<file path="config.mk">
export PLATFORM = sky130hd
export DESIGN_NAME = irq_vector_unit
export DESIGN_NICKNAME = d
export VERILOG_FILES = /design/src/rtl/isv_pkg.sv /design/src/rtl/isv_ctrl.sv /design/src/rtl/isv_datapath.sv /design/src/rtl/irq_vector_unit.sv
export SDC_FILE = /design/constraint.sdc
export NUM_CORES = 1
export LEC_CHECK = 0
export ABC_AREA = 1
export BUFFER_PORTS_ARGS = -buffer_cell sky130_fd_sc_hd__buf_2
export CORE_MARGIN = 2
export CORE_UTILIZATION = 45
export CTS_CLUSTER_DIAMETER = 150
export DETAILED_ROUTE_END_ITERATION = 7
export PLACE_DENSITY = 0.84
export SKIP_LAST_GASP = 1
export SYNTH_ARGS = -nofsm -noshare
export SYNTH_HDL_FRONTEND = slang
export SYNTH_SLANG_ARGS = --single-unit
</file>
<file path="constraint.sdc">
create_clock -name clk -period 1.34 [get_ports clk]
set_clock_uncertainty 0.05 [all_clocks]
set_input_delay 0.134 -clock clk [delete_from_list [all_inputs] [get_ports clk]]
set_output_delay 0.134 -clock clk [all_outputs]
set_load 0.01 [all_outputs]
</file>
<file path="src/rtl/isv_pkg.sv">
package isv_pkg;
  localparam int DATA_W   = 16;
  localparam int MASK_W   = 5;
  localparam int ADDR_W   = 2;
  localparam int BUSY_BIT = 12;
  localparam int RX_BIT   = 3;
  localparam int TX_BIT   = 4;
  localparam int RXEN_BIT = 15;
  localparam int TXEN_BIT = 7;

  typedef enum logic [ADDR_W-1:0] {
    SEL_MASK = 2'd0,
    SEL_STAT = 2'd1,
    SEL_VEC  = 2'd2,
    SEL_BUF  = 2'd3
  } regSel_e;

  typedef struct packed {
    logic    wrMask;
    logic    wrBuf;
    logic    rdVec;
    logic    rdActive;
    regSel_e rdSel;
  } ctrlStrobes_t;
endpackage

</file>
<file path="src/rtl/isv_ctrl.sv">
module isv_ctrl
  import isv_pkg::*;
(
  input  logic              regWrEn,
  input  logic              regRdEn,
  input  logic [ADDR_W-1:0] regAddr,
  output ctrlStrobes_t      strobes
);
  regSel_e sel;

  always_comb begin
    sel = regSel_e'(regAddr);
    strobes          = '0;
    strobes.rdSel    = sel;
    strobes.rdActive = regRdEn;
    strobes.rdVec    = regRdEn && (sel == SEL_VEC);
    // status and vector are read-only: no write strobe exists for them
    strobes.wrMask   = regWrEn && (sel == SEL_MASK);
    strobes.wrBuf    = regWrEn && (sel == SEL_BUF);
  end
endmodule

</file>
<file path="src/rtl/isv_datapath.sv">
module isv_datapath
  import isv_pkg::*;
(
  input  logic              clk,
  input  logic              rstN,
  input  ctrlStrobes_t      strobes,
  input  logic [DATA_W-1:0] evtSet,
  input  logic              busBusy,
  input  logic [DATA_W-1:0] wrData,
  output logic [DATA_W-1:0] rdData,
  output logic [DATA_W-1:0] statusQ,
  output logic [MASK_W-1:0] maskQ,
  output logic              rxEnQ,
  output logic              txEnQ,
  output logic              irqQ,
  output logic              rxReqQ,
  output logic              txReqQ
);
  localparam int VEC_W = $clog2(MASK_W + 1);
  localparam logic [DATA_W-1:0] BUSY_ONE = DATA_W'(1) << BUSY_BIT;

  logic [MASK_W-1:0] pend;
  logic [VEC_W-1:0]  vecIdx;
  logic [MASK_W-1:0] clrLow;
  logic [DATA_W-1:0] clrVec;
  logic [DATA_W-1:0] statusD;
  logic [MASK_W-1:0] maskD;
  logic              rxEnD, txEnD;

  assign pend = statusQ[MASK_W-1:0] & maskQ;

  // lowest-index pending source wins; scan from the top so low bits override
  always_comb begin
    vecIdx = '0;
    for (int i = MASK_W - 1; i >= 0; i--) begin
      if (pend[i]) vecIdx = VEC_W'(i + 1);
    end
  end

  genvar g;
  generate
    for (g = 0; g < MASK_W; g++) begin : g_clr
      assign clrLow[g] = strobes.rdVec && (vecIdx == VEC_W'(g + 1));
    end
  endgenerate

  assign clrVec = {{(DATA_W - MASK_W){1'b0}}, clrLow};

  always_comb begin
    // the cleared bit loses to nothing; other pulses always land
    statusD = (statusQ | (evtSet & ~BUSY_ONE)) & ~clrVec;
    maskD   = maskQ;
    rxEnD   = rxEnQ;
    txEnD   = txEnQ;
    if (strobes.wrMask) maskD = wrData[MASK_W-1:0];
    if (strobes.wrBuf) begin
      rxEnD = wrData[RXEN_BIT];
      txEnD = wrData[TXEN_BIT];
      if (wrData[RXEN_BIT]) maskD[RX_BIT] = 1'b0;
      if (wrData[TXEN_BIT]) maskD[TX_BIT] = 1'b0;
    end
  end

  always_ff @(posedge clk) begin
    if (!rstN) begin
      statusQ <= '0;
      maskQ   <= '0;
      rxEnQ   <= 1'b0;
      txEnQ   <= 1'b0;
      irqQ    <= 1'b0;
      rxReqQ  <= 1'b0;
      txReqQ  <= 1'b0;
    end else begin
      statusQ <= statusD;
      maskQ   <= maskD;
      rxEnQ   <= rxEnD;
      txEnQ   <= txEnD;
      irqQ    <= |(statusD[MASK_W-1:0] & maskD);
      rxReqQ  <= rxEnD & statusD[RX_BIT];
      txReqQ  <= txEnD & statusD[TX_BIT];
    end
  end

  always_comb begin
    rdData = '0;
    if (strobes.rdActive) begin
      unique case (strobes.rdSel)
        SEL_MASK: rdData = DATA_W'(maskQ);
        SEL_STAT: rdData = (statusQ & ~BUSY_ONE) | (busBusy ? BUSY_ONE : '0);
        SEL_VEC:  rdData = DATA_W'(vecIdx);
        SEL_BUF: begin
          rdData[RXEN_BIT] = rxEnQ;
          rdData[TXEN_BIT] = txEnQ;
        end
        default:  rdData = '0;
      endcase
    end
  end
endmodule

</file>
<file path="src/rtl/irq_vector_unit.sv">
module irq_vector_unit
  import isv_pkg::*;
(
  input  logic              clk,
  input  logic              rstN,
  input  logic [DATA_W-1:0] evtSet,
  input  logic              busBusy,
  input  logic [ADDR_W-1:0] regAddr,
  input  logic              regWrEn,
  input  logic [DATA_W-1:0] regWrData,
  input  logic              regRdEn,
  output logic [DATA_W-1:0] regRdData,
  output logic              irqOut,
  output logic              rxDmaReq,
  output logic              txDmaReq
);
  ctrlStrobes_t      strobes;
  logic [DATA_W-1:0] statusQ;
  logic [MASK_W-1:0] maskQ;
  logic              rxEnQ, txEnQ;

  isv_ctrl ctrl_i (
    .regWrEn (regWrEn),
    .regRdEn (regRdEn),
    .regAddr (regAddr),
    .strobes (strobes)
  );

  isv_datapath dp_i (
    .clk     (clk),
    .rstN    (rstN),
    .strobes (strobes),
    .evtSet  (evtSet),
    .busBusy (busBusy),
    .wrData  (regWrData),
    .rdData  (regRdData),
    .statusQ (statusQ),
    .maskQ   (maskQ),
    .rxEnQ   (rxEnQ),
    .txEnQ   (txEnQ),
    .irqQ    (irqOut),
    .rxReqQ  (rxDmaReq),
    .txReqQ  (txDmaReq)
  );
endmodule

</file>
Yosys cells after proc, flatten, opt, wreduce, memory -nomap -nowiden

Cells that the tools add are included.

Register bits after elaboration: 26

Equal/unequal tests: 8
Mux-type cells: 17
Bitwise operators: 8
Reduce and logical (&&, ||, !) cells: 11

Operators with widths:

| kind               | number |
|---|---|
| $or 16x16->16      | 2 |
| $pmux 7 s3         | 1 |
| $and 16x16->16     | 1 |
| $mux 16            | 1 |
| $not 5->16         | 1 |
| $mux 3             | 5 |
| $mux 13            | 1 |
| $and 5x5->5        | 2 |
| $logic_and 1x1->1  | 8 |
| $mux 7             | 1 |
| $eq 3x2->1 const B | 2 |
| $eq 3x3->1 const B | 2 |
| $pmux 1 s3         | 2 |
| $mux 5             | 1 |
| $reduce_or 5->1    | 1 |
| $eq 2x2->1 const B | 2 |
| $mux 1             | 4 |
| $eq 3x1->1 const B | 1 |
| $and 1x1->1        | 2 |
| $eq 2x1->1 const B | 1 |
| $logic_not 2->1    | 1 |
| $mux 2             | 1 |
| $reduce_or 2->1    | 1 |

Logic depth before layout (Yosys ltp)

Word-level depth: 12
Gate-level depth with buffers: 11

Modules after synthesis

From an unflattened synthesis, not the netlist that was laid out.

Cell total of the unflattened synthesis: 190
Area, all modules: 1208.7 um2

By module, submodules not included:

| module       | instances | cells each | area an instance (um2) |
|---|---|---|---|
| isv_datapath | 1         | 180        | 1159.9 |
| isv_ctrl     | 1         | 10         | 48.8 |

Least setup slack after synthesis

OpenSTA, ideal clock, no wires.

Kind: register to register
Start: reg dp_i.maskQ[1]
End: reg dp_i.irqQ
Arrival: 1.019 ns
Required time: 1.162 ns
Setup slack: 0.143 ns
Stages on the path, launching flop included: 9
Buffers on the path: 0
Clock period less this slack: 1.197 ns
Path through: dfxtp_1 > nand2_1 > nand2_1 > nor3_1 > nand3_1 > nand3_1 > nand2_1 > nor2_1 > nor2_1

Word-level cells in the longest chain between the ends: 9
Elaborated cells between the ends (all ways): 18

Ends and longest elaborated chain:

| what                                     | line               | text |
|---|---|---|
| from (decl)                              | isv_datapath.sv:12 | `output logic [MASK_W-1:0] maskQ,` |
| from (signal assigned)                   | isv_datapath.sv:75 | `maskQ <= maskD;` |
| $and 5x5->5                              | isv_datapath.sv:30 | `assign pend = statusQ[MASK_W-1:0] & maskQ;` |
| $mux 3 (2 in series)                     | isv_datapath.sv:36 | `if (pend[i]) vecIdx = VEC_W'(i + 1);` |
| $eq 3x1->1, or another cell as far along | isv_datapath.sv:43 | `assign clrLow[g] = strobes.rdVec && (vecIdx == VEC_W'(g + 1));` |
| $logic_and 1x1->1                        | isv_datapath.sv:43 |  |
| $not 5->16                               | isv_datapath.sv:51 | `statusD = (statusQ \| (evtSet & ~BUSY_ONE)) & ~clrVec;` |
| $and 16x16->16                           | isv_datapath.sv:51 |  |
| $and 5x5->5 (*)                          | isv_datapath.sv:78 | `irqQ <= \|(statusD[MASK_W-1:0] & maskD);` |
| $reduce_or 5->1 (*)                      | isv_datapath.sv:78 |  |
| to (signal assigned)                     | isv_datapath.sv:78 |  |
| to (decl)                                | isv_datapath.sv:15 | `output logic irqQ,` |

Every way passes the cells marked *; elsewhere a longest branch is shown, timed or not.
A chain may end at the register's enable or synchronous reset.

Final worst setup path

Start: reg dp_i.statusQ[4]
End: out regRdData[0]

Word-level cells in the longest chain between the ends: 8

Ends and longest elaborated chain:

| what                   | line                  | text |
|---|---|---|
| from (decl)            | isv_datapath.sv:11    | `output logic [DATA_W-1:0] statusQ,` |
| from (signal assigned) | isv_datapath.sv:74    | `statusQ <= statusD;` |
| $and 5x5->5            | isv_datapath.sv:30    |  |
| $mux 3 (5 in series)   | isv_datapath.sv:36    |  |
| $pmux 7 s3             | isv_datapath.sv:87    | `unique case (strobes.rdSel)` |
| $mux 16                | isv_datapath.sv:86    | `if (strobes.rdActive) begin` |
| to (decl)              | irq_vector_unit.sv:12 | `output logic [DATA_W-1:0] regRdData,` |

No other way between the ends.

==> metrics.md <==
| Metric | Value |
|---|---|
| Vias | 1421 |
| Synth area leaders | dfxtp_1 42%, nor2_1 14%, nand2_1 13%, inv_1 8.8%, nand3_1 5.0% |
| Max frequency | 647 MHz |
| Clock sink total | 25 |
| Largest net degree at the start of global routing | 26 |
| Pre-antenna DRT Iters | 4 |
| Area Overhead vs Synth | 55.2% |
| # diodes | 0 |
| Setup Crit Path Kind | flip-flop to output port |
| Die Span Y | 55.6 µm |
| CP dominant cell by count | nand2_2 |
| Part of the power in registers | 0.551 |
| Gate power share | 0.216 |
| Register bit total from synthesis | 25 |
| Slowest-stage cell, CP | dfxtp_2 |
| Clk slew on worst S/H paths | 0.14 ns |
| Initial antenna violation count | 0 |
| Violated checks | setup timing |
| Crit path cell chain | nand2_4, inv_2, nand2_2, nand2_2, nand2_2, nand2_2, nand2_1, a31oi_1, buf_2 |
| Total gr overflow | 0 |
| Fin crit share | 1.15 |
| Largest stage delay on the critical path | 0.38 ns |
| PnR worst setup slack | -0.205 ns |
| Worst-case clock buffer depth | 2 |
| PortBufs | 47 |
| Switching part of the total power | 0.283 |
| Synth top area share | 0.418 |
| Std-Cell Rows | 18 |
| Final Hold Vio Count | 0 |
| RSZ-0062 raised after global routing | yes |
| Async set-reset flop share out of synthesis | 0 |
| DIE WIDTH | 55.6 µm |
| Fin cells | 295 |
| Drt total wl | 3480 µm |
| I/O pin count | 58 |
| Slew HR | 0.795 |
| Main synth FF type | dfxtp_1 |
| Vias/cell | 4.82 |
| CTS tree | yes |
| Syn_nets | 226 |
| Status | complete, but fails checks |
| Fillers | 190 |
| Pins over their slew limit | 0 |
| Total of max-cap violations | 0 |
| Largest area contributor in the netlist | dfxtp_1 |
| Hpwl dp | 2270 µm |
| Routability-driven placement congestion ratio | 0.874 |
| Share of layout cells above drive strength 1 | 0.404 |
| Root Driver | clkbuf_4 |
| Seq/Total Area, Yosys | 0.418 |
| First-pass GRT wire length | 5620 µm |
| DP Worst Slack | 0.0128 ns |
| P_leak | 1.00 nW |
| Worst Path Max Fanout | 3 |
| DR WL met3 | 153 µm |
| # setup viols final | 5 |
| Clk pwr share | 0.232 |
| DRT iter0 DRCs | 31 |
| Worst Tran Pin Value | 0.307 ns |
| DRT antenna net count | 0 |
| Period minus WS final | 1.54 ns |
| Max Used Layer | met4 |
| DRC viols | 0 |
| NetSw | 0.000421 W |
| Htree depth | 1 |
| Core ar. | 2500 µm² |
| Count leader, synth | nor2_1 |
| M1 wire length | 1500 µm |
| Yosys synthesis warning count | 0 |
| Data required, critical path | 1.16 ns |
| Placed cells | 272 |
| Syn Inst Count | 187 |
| Number of synthesized flops with an enable pin | 0 |
| Arrival time worst endpoint | 1.36 ns |
| Worst skew pair latency | 0.33 ns |
| Top cells by count, synth | 45 x nor2_1, 43 x nand2_1, 28 x inv_1, 25 x dfxtp_1, 12 x nand3_1 |
| Distinct cell type count after synthesis | 21 |
| Final setup TNS | -0.610 ns |
| Nets@finish | 305 |
| Power density cells | 798 nW/µm² |
| Internal | 0.00106 W |
| Critical Path Sink Type | output port |
| Vias in the first global route | 1351 |
| Wire per inst | 11.8 µm |
| Worst Hold Class | input pin to flip-flop |
| Initial core utilization | 0.479 |
| Synthesized area per cell | 6.41 µm² |
| Worst-case vdd ir drop | 0.000748 V |
| CP Launch Type | flip-flop |
| Routed wl met2 | 1720 µm |
| Synthesized area | 1200 µm² |
| Total Routing Usage GR | 0.224 |
| CTS Buf Count | 3 |
| Die area | 3090 µm² |
## critical path: cells and delay by family (launching register included)
| kind | cells | cell delay (ns) |
|---|---|---|
| buffers and inverters | 2 | 0.19 |
| flip-flops | 1 | 0.38 |
| AO/OA/AOI/OAI | 1 | 0.11 |
| AND/OR/NAND/NOR | 6 | 0.34 |
## registers in the layout, summed over array words and instances (netlist names)
| register | count |
|---|---|
| dp_i.irqQ | 1 |
| dp_i.maskQ | 5 |
| dp_i.rxEnQ | 1 |
| dp_i.rxReqQ | 1 |
| dp_i.statusQ | 15 |
| dp_i.txEnQ | 1 |
| dp_i.txReqQ | 1 |
## cell usage in the layout, fill, tap and decap left out, types with 8 or more instances in the layout
master | netlist | final
dfxtp_1 | 25 | 17
dfxtp_2 | 0 | 8
nand2_2 | 0 | 12
inv_1 | 28 | 26
nor2_1 | 45 | 44
nand3_1 | 12 | 8
nand2_1 | 43 | 29
buf_2 | 0 | 47
dlygate4sd3_1 | 0 | 10
buf_4 | 0 | 14
## cell type report
class | count | area, µm² | area share
Inverter | 29 | 109 | 0.0585
Multi-Input combinational cell | 131 | 672 | 0.361
Sequential cell | 25 | 510 | 0.274
Timing Repair Buffer | 76 | 505 | 0.272
Clock buffer | 4 | 26.3 | 0.0141
Tap cell | 30 | 37.5 | 0.0202
## timing repair
action	4_1_cts	5_1_grt
endpoints found under the hold margin	10	0
endpoints found under the setup margin	4	9
pin swaps	5	10
gates resized for setup	16	24
hold buffers	10	0
setup buffers	9	2
## cell families after synthesis
| logic type | Yosys count | share of synthesized area |
|---|---|---|
| buffers and inverters | 31 | 0.0971 |
| AO/OA/AOI/OAI | 17 | 0.0835 |
| AND/OR/NAND/NOR | 114 | 0.402 |
| flip-flops | 25 | 0.418 |
## routing by layer
metal  vias up  track usage
met4         0       0.0732
li1        732            -
met2        49        0.406
met1       631        0.265
met3         9       0.0372
met5         -            0
## worst paths after layout
check	startpoint	endpoint	slack (ns)	cells past startpoint
max	dp_i.statusQ[4]$_SDFF_PN0_	regRdData[0]	-0.20	9
min	regWrData[0]	dp_i.maskQ[0]$_SDFF_PN0_	0.03	3
max reg2reg	dp_i.maskQ[3]$_SDFF_PN0_	dp_i.irqQ$_SDFF_PN0_	-0.03	9
min reg2reg	dp_i.statusQ[10]$_SDFF_PN0_	dp_i.statusQ[10]$_SDFF_PN0_	0.43	2
## power by group through the flow
| stage | Sequential, W | Combinational, W | Clock, W |
|---|---|---|---|
| 4_1_cts | 0.000815 | 0.000302 | 0.000352 |
| 5_1_grt | 0.000824 | 0.000361 | 0.000375 |
| 3_5_place_dp | 0.000828 | 0.000257 | 0 |
| 6_report | 0.000819 | 0.000321 | 0.000345 |
| 2_1_floorplan | 0.000828 | 0.000136 | 0 |
| 3_3_place_gp | 0.000827 | 0.000250 | 0 |
## through the flow
step                 util  total power, W  cell area, µm²  hold slack (ns)
floorplan               -        0.000964            1200            0.200
global placement    0.621         0.00108            1550            0.284
detailed placement  0.621         0.00108            1550            0.294
CTS                 0.713         0.00147            1780           0.0213
global route        0.744         0.00156            1860           0.0285
finish              0.744         0.00149            1860           0.0268
Note: power is estimated with default switching activity, not from simulation.
